File: src/rtl/wo_tx_pkg.sv
package wo_tx_pkg;
  typedef enum logic [1:0] {
    ST_IDLE  = 2'd0,
    ST_START = 2'd1,
    ST_WORK  = 2'd2,
    ST_STOP  = 2'd3
  } tx_state_e;
endpackage

File: src/rtl/wo_tx_timer.sv
module wo_tx_timer #(
  parameter int CW = 8
) (
  input  logic          clk_i,
  input  logic          rst_ni,
  input  logic          run_i,
  input  logic [CW-1:0] lim_i,
  output logic [CW-1:0] cnt_o,
  output logic          wrap_o
);
  logic [CW-1:0] cnt_q;

  assign wrap_o = run_i && (cnt_q == lim_i);
  assign cnt_o  = cnt_q;

  always_ff @(posedge clk_i or negedge rst_ni) begin
    if (!rst_ni)                cnt_q <= '0;
    else if (!run_i || wrap_o)  cnt_q <= '0;
    else                        cnt_q <= cnt_q + CW'(1);
  end
endmodule

File: src/rtl/wo_tx_byteseq.sv
module wo_tx_byteseq #(
  parameter int DATA_W = 8,
  parameter int NUM_W  = 7
) (
  input  logic              clk_i,
  input  logic              rst_ni,
  input  logic              clr_i,
  input  logic              load_i,
  input  logic              step_i,
  input  logic [DATA_W-1:0] rd_data_i,
  input  logic [NUM_W-1:0]  num_i,
  output logic              cur_bit_o,
  output logic              last_bit_o,
  output logic              more_o
);
  localparam int BW = $clog2(DATA_W);

  logic [DATA_W-1:0] byte_q;
  logic [BW-1:0]     bit_q;
  logic [NUM_W-1:0]  fetched_q;

  assign cur_bit_o  = byte_q[bit_q];
  assign last_bit_o = (bit_q == '0);
  assign more_o     = (fetched_q < num_i);

  always_ff @(posedge clk_i or negedge rst_ni) begin
    if (!rst_ni) begin
      byte_q    <= '0;
      bit_q     <= '0;
      fetched_q <= '0;
    end else begin
      if (clr_i) fetched_q <= '0;
      else if (load_i) fetched_q <= fetched_q + NUM_W'(1);
      if (load_i) begin
        byte_q <= rd_data_i;
        bit_q  <= BW'(DATA_W - 1);
      end else if (step_i) begin
        bit_q  <= bit_q - BW'(1);
      end
    end
  end
endmodule

File: src/rtl/wo_tx_ctrl.sv
module wo_tx_ctrl
  import wo_tx_pkg::*;
#(
  parameter int DIV_W   = 6,
  parameter int NUM_W   = 7,
  parameter int CW      = DIV_W + 2,
  parameter int SDA_DLY = 1,
  parameter int GAP_CYC = 16
) (
  input  logic             clk_i,
  input  logic             rst_ni,
  input  logic             start_i,
  input  logic [NUM_W-1:0] num_i,
  input  logic [DIV_W-1:0] clk_div_i,
  input  logic [CW-1:0]    cnt_i,
  input  logic             wrap_i,
  input  logic             cur_bit_i,
  input  logic             last_bit_i,
  input  logic             more_i,
  output logic             run_o,
  output logic [CW-1:0]    lim_o,
  output logic             clr_o,
  output logic             load_o,
  output logic             step_o,
  output logic [NUM_W-1:0] num_q_o,
  output logic             scl_o,
  output logic             sda_o,
  output logic             status_o
);
  localparam int GW = $clog2(GAP_CYC + 1);
  localparam logic [CW-1:0] DLY_AT = CW'(SDA_DLY - 1);

  tx_state_e        state_q, state_d;
  logic [DIV_W-1:0] div_q;
  logic [NUM_W-1:0] num_q;
  logic [GW-1:0]    gap_q;
  logic             sda_q;
  logic [CW-1:0]    d;

  assign d        = CW'(div_q);
  assign clr_o    = (state_q == ST_IDLE) && (gap_q == '0) && start_i;
  assign run_o    = (state_q != ST_IDLE);
  assign lim_o    = (state_q == ST_STOP) ? (d + d + d - CW'(1)) : (d + d - CW'(1));
  assign step_o   = (state_q == ST_WORK) && wrap_i;
  assign load_o   = wrap_i && more_i &&
                    ((state_q == ST_START) || ((state_q == ST_WORK) && last_bit_i));
  assign num_q_o  = num_q;
  assign status_o = (state_q == ST_IDLE);
  assign sda_o    = sda_q;

  always_comb begin
    unique case (state_q)
      ST_IDLE, ST_START: scl_o = 1'b1;
      default:           scl_o = (cnt_i >= d);
    endcase
  end

  always_comb begin
    state_d = state_q;
    unique case (state_q)
      ST_IDLE:  if (clr_o) state_d = ST_START;
      ST_START: if (wrap_i) state_d = more_i ? ST_WORK : ST_STOP;
      ST_WORK:  if (wrap_i && last_bit_i && !more_i) state_d = ST_STOP;
      ST_STOP:  if (wrap_i) state_d = ST_IDLE;
      default:  state_d = ST_IDLE;
    endcase
  end

  always_ff @(posedge clk_i or negedge rst_ni) begin
    if (!rst_ni) begin
      state_q <= ST_IDLE;
      div_q   <= DIV_W'(2);
      num_q   <= '0;
      gap_q   <= '0;
      sda_q   <= 1'b1;
    end else begin
      state_q <= state_d;
      if (clr_o) begin
        div_q <= (clk_div_i < DIV_W'(2)) ? DIV_W'(2) : clk_div_i;
        num_q <= num_i;
        sda_q <= 1'b0;
      end else if ((state_q == ST_WORK) && (cnt_i == DLY_AT)) begin
        sda_q <= cur_bit_i;
      end else if (state_q == ST_STOP) begin
        if (wrap_i) sda_q <= 1'b1;
        else if (cnt_i == DLY_AT) sda_q <= 1'b0;
      end
      if ((state_q == ST_STOP) && wrap_i) gap_q <= GW'(GAP_CYC);
      else if ((state_q == ST_IDLE) && (gap_q != '0)) gap_q <= gap_q - GW'(1);
    end
  end
endmodule

File: src/rtl/wo_serial_tx.sv
module wo_serial_tx #(
  parameter int DIV_W   = 6,
  parameter int NUM_W   = 7,
  parameter int DATA_W  = 8,
  parameter int SDA_DLY = 1,
  parameter int GAP_CYC = 16
) (
  input  logic              clk_i,
  input  logic              rst_ni,
  input  logic              start_i,
  input  logic [NUM_W-1:0]  num_i,
  input  logic [DIV_W-1:0]  clk_div_i,
  input  logic [DATA_W-1:0] rd_data_i,
  output logic              scl_o,
  output logic              sda_o,
  output logic              rd_o,
  output logic              status_o
);
  localparam int CW = DIV_W + 2;

  logic             run, wrap, clr, step;
  logic             cur_bit, last_bit, more;
  logic [CW-1:0]    lim, cnt;
  logic [NUM_W-1:0] num_q;

  wo_tx_timer #(.CW(CW)) u_timer (
    .clk_i  (clk_i),
    .rst_ni (rst_ni),
    .run_i  (run),
    .lim_i  (lim),
    .cnt_o  (cnt),
    .wrap_o (wrap)
  );

  wo_tx_byteseq #(.DATA_W(DATA_W), .NUM_W(NUM_W)) u_seq (
    .clk_i      (clk_i),
    .rst_ni     (rst_ni),
    .clr_i      (clr),
    .load_i     (rd_o),
    .step_i     (step),
    .rd_data_i  (rd_data_i),
    .num_i      (num_q),
    .cur_bit_o  (cur_bit),
    .last_bit_o (last_bit),
    .more_o     (more)
  );

  wo_tx_ctrl #(
    .DIV_W(DIV_W), .NUM_W(NUM_W), .CW(CW),
    .SDA_DLY(SDA_DLY), .GAP_CYC(GAP_CYC)
  ) u_ctrl (
    .clk_i      (clk_i),
    .rst_ni     (rst_ni),
    .start_i    (start_i),
    .num_i      (num_i),
    .clk_div_i  (clk_div_i),
    .cnt_i      (cnt),
    .wrap_i     (wrap),
    .cur_bit_i  (cur_bit),
    .last_bit_i (last_bit),
    .more_i     (more),
    .run_o      (run),
    .lim_o      (lim),
    .clr_o      (clr),
    .load_o     (rd_o),
    .step_o     (step),
    .num_q_o    (num_q),
    .scl_o      (scl_o),
    .sda_o      (sda_o),
    .status_o   (status_o)
  );
endmodule

File: config.mk
export PLATFORM = sky130hd
export DESIGN_NAME = wo_serial_tx
export DESIGN_NICKNAME = d
export VERILOG_FILES = /design/src/rtl/wo_tx_pkg.sv /design/src/rtl/wo_tx_timer.sv /design/src/rtl/wo_tx_byteseq.sv /design/src/rtl/wo_tx_ctrl.sv /design/src/rtl/wo_serial_tx.sv
export SDC_FILE = /design/constraint.sdc
export NUM_CORES = 1
export LEC_CHECK = 0
export BUFFER_PORTS_ARGS = -buffer_cell sky130_fd_sc_hd__buf_2
export CORE_ASPECT_RATIO = 1.5
export CORE_MARGIN = 2
export CORE_UTILIZATION = 40
export DETAILED_ROUTE_END_ITERATION = 7
export PLACE_DENSITY = 0.53
export SYNTH_ARGS = -nofsm -noshare
export SYNTH_HDL_FRONTEND = slang
export SYNTH_SLANG_ARGS = --single-unit
File: constraint.sdc
create_clock -name clk_i -period 7.1 [get_ports clk_i]
set_clock_uncertainty 0.05 [all_clocks]
set_input_delay 1.42 -clock clk_i [delete_from_list [all_inputs] [get_ports clk_i]]
set_output_delay 1.42 -clock clk_i [all_outputs]
set_load 0.05 [all_outputs]
==> flow_metrics.py <==
metrics = {
    "power_and_ir_drop": {
        "p_leak_nw": 1.777,
        "irDropWorstVdd_v": 0.0001912,
        "power.switching_mw": 0.8318,
        "p_int_mw": 0.9620,
        "power_frac_seq_pct": 26.2,
        "powerDensity_nw_per_um2": 471.8,
        "combPwrFrac_pct": 58.5,
        "clock_power_share_pct": 15.3,
        "p_sw_share_pct": 46.37,
    },
    "placed_design": {
        "hpwl_mm": 5.963,
        "dp_cells": 514,
        "place_area_um2": 3628,
        "io_buffers": 27,
        "gp_congestion": 0.8242,
    },
    "setup_path": {
        "crit_required_ps": 5630,
        "critPathLaunchType": "register",
        "worst_r2r_endpoint": "u_seq.bit_q[1]",
        "crit_path_end_kind": "output port",
        "worst-path-buf-inv": 2,
        "critPathSlowestCell": "fa_1",
        "r2r_slack_ps": 3100,
        "arrival_ps": 3570,
        "worstPathCellList": "inv_1, ha_1, fa_1, nor2_1, nand4_1, a311oi_1, or4_1, nand3_1, nor4_1, nor3b_1, buf_2",
        "crit_path_max_incr_delay_ps": 490,
        "critPathTopFamily": "simple AND/OR/NAND/NOR gates",
        "path_class": "register to output port",
        "reg2reg_depth": 11,
        "worstReg2RegStart": "u_ctrl.div_q[4]",
        "critPathMaxFanout": 6,
    },
    "timing": {
        "setup_viol": 0,
        "min_period_over_period_pct": 71.00,
        "slew-limit-headroom_pct": 21.04,
        "post-route-min-period_ps": 5041,
        "tns_ps": 0,
        "grt_setup_unrepaired": "no",
        "hold_viol": 0,
        "max_freq_mhz": 198.4,
        "tightest_slew_ps": 1175,
        "drv_slew": 0,
    },
    "clocking": {
        "cts_hold_buf": 0,
        "post_cts_buffers": 0,
        "htree_levels": 2,
        "cts_max_path_buffers": 2,
        "cts_resized": 0,
        "clk_latency_ps": 290,
        "clock-sinks": 47,
        "clkTransAtPathRegs_ps": 60,
        "cts-root-buf": "clkbuf_16",
        "cts_tree": "done",
        "numCtsBuffers": 5,
    },
    "floorplan": {
        "start_util_pct": 40.94,
        "core_um2": 8413,
        "dieWidth_um": 79.77,
        "die_area_um2": 9385,
        "row_count": 41,
        "die-height_um": 117.7,
        "io_pins": 28,
    },
    "drt": {
        "post_drt_wl_per_cell_um": 15.00,
        "vias": 2731,
        "wl_mm": 7.830,
        "remaining_drc_errors": 0,
        "first_pass_iters": 4,
        "antenna_left": 0,
        "drt_iter0_markers": 85,
        "viasPerCell": 5.232,
    },
    "global_route": {
        "antenna_found_initial": 0,
        "grt_max_degree": 48,
        "grt.overflow.total": 0,
        "grt_pass1_vias": 2902,
        "grt_pass1_wl_mm": 13.59,
        "grtUsageTotal_pct": 18.39,
    },
    "logic_synthesis": {
        "synth_nets": 460,
        "synthFlopType": "dfrtp_1",
        "ys_types": 55,
        "synthCells": 398,
        "synth_seq_cells": 47,
        "syn_avg_cell_area_um2": 8.655,
        "yosysSeqAreaShare_pct": 34.22,
        "synth_edf_count": 0,
        "synth-async-reset-ratio_pct": 100.0,
        "syn_area_um2": 3445,
        "ys.warnings.count": 0,
    },
    "finish": {
        "n_antenna_cell": 0,
        "final_common_cell": "nand2_1",
        "mostFrequentLayoutCells": "nand2_1 (55), dfrtp_1 (45), inv_1 (41), ha_1 (37)",
        "fin_area_um2": 3802,
        "finish.net_count": 476,
        "drive_gt1_share_pct": 11.33,
        "fill_cells": 867,
        "area.growth.synth_to_final_pct": 10.39,
        "final_cells": 522,
    },
    "flow_run": {
        "max_cap_viol_count": 0,
    },
    "min_path": {
        "hp-start": "u_seq.byte_q[7]",
        "whs_endpoint": "u_seq.byte_q[7]",
        "hold_path.class": "register to register",
        "min_path_cells": 2,
    },
    "run_status": {
        "status": "complete, no violations",
    },
}
[synth_stat cells (3+ instances only)]
cell | count | area, µm²
nor2b_1 | 3 | 18.77
dfrtp_1 | 45 | 1126
a21o_1 | 4 | 30.03
or4_1 | 6 | 45.04
nor4_1 | 6 | 37.54
ha_1 | 37 | 462.9
nor2_1 | 16 | 60.06
o31ai_1 | 4 | 30.03
nand4_1 | 3 | 18.77
or3_1 | 3 | 18.77
nor3b_1 | 3 | 22.52
xnor2_1 | 12 | 105.1
nand3_1 | 18 | 90.09
nand3b_1 | 5 | 37.54
nor3_1 | 5 | 25.02
xor2_1 | 10 | 87.58
a21oi_1 | 24 | 120.1
a211o_1 | 3 | 26.28
and3_1 | 8 | 50.05
clkbuf_1 | 10 | 37.54
inv_1 | 41 | 153.9
nand2_1 | 55 | 206.5
o21ai_0 | 27 | 135.1
nand2b_1 | 6 | 37.54
buf_2 | 4 | 20.02
[power groups by stage]
stage | clock network, mW | logic, mW | registers [mW]
5_1_grt | 0.292 | 1.20 | 0.490
2_1_floorplan | 0 | 0.847 | 0.443
4_1_cts | 0.282 | 1.06 | 0.472
3_3_place_gp | 0 | 1.03 | 0.473
3_5_place_dp | 0 | 1.05 | 0.476
6_report | 0.274 | 1.05 | 0.470
[worst min-delay path, cell delays in order (launching register included)]
cell	delay [ps]
dfrtp_1	340
nand2_1	50
nand2_1	50
[worst max path at each step]
stage / start / to / slack (ps) / depth (start not counted)
floorplan: u_ctrl.div_q[4] / rd_o / 2110 / 10
global placement: u_ctrl.div_q[4] / rd_o / 2540 / 11
detailed placement: u_ctrl.div_q[4] / rd_o / 2420 / 11
CTS: u_ctrl.div_q[4] / rd_o / 2080 / 11
global route: u_ctrl.div_q[4] / rd_o / 1830 / 11
finish: u_ctrl.div_q[4] / rd_o / 2060 / 11
[sequential cells by signal, indices dropped and copies added, names as in the netlist]
| register | count |
|---|---|
| u_ctrl.sda_o | 1 |
| u_ctrl.div_q | 6 |
| u_timer.cnt_o | 8 |
| u_seq.fetched_q | 7 |
| u_ctrl.num_q_o | 7 |
| u_seq.bit_q | 3 |
| u_seq.byte_q | 8 |
| u_ctrl.gap_q | 5 |
| u_ctrl.state_q | 2 |
[stage by stage]
step                hold slack, ps  total power [mW]  utilization [%]  worst slack (ps)
detailed placement           404.4             1.524            43.13              2415
floorplan                    383.4             1.290                -              2106
finish                       415.8             1.794            45.20              2059
global placement             396.4             1.506            43.13              2538
global route                 439.5             1.984            45.20              1834
CTS                          419.4             1.810            45.20              2084
[metal layers]
layer	GRT usage [%]	wire, µm	share of wire [%]
met1	20.29	3222	41
met2	33.88	4167	53
met3	3.221	206	2.6
met4	7.309	233	3.0
met5	0	0	0
[logic make-up (layout without fill, tap and decap cells)]
kind of cell,Yosys count,count (layout),synth area share (%)
simple gates,144,144,21.65
compound gates,81,81,14.64
buf+inv,60,77,7.337
flops,47,47,34.22
fa+ha+maj,38,38,14.02
xor+xnor,22,22,5.594
mux,6,6,2.543
[layout make-up]
type                            instances  area (µm²)  area share (%)
Sequential cell                        47        1179           31.00
Multi-Input combinational cell        291        2019           53.11
Inverter                               41       153.9           4.047
Timing Repair Buffer                   28       142.6           3.751
Tap cell                              107       133.9           3.521
Clock buffer                            6       138.9           3.653
Clock inverter                          2       35.03          0.9214
Power figures use the tool's default switching activity.
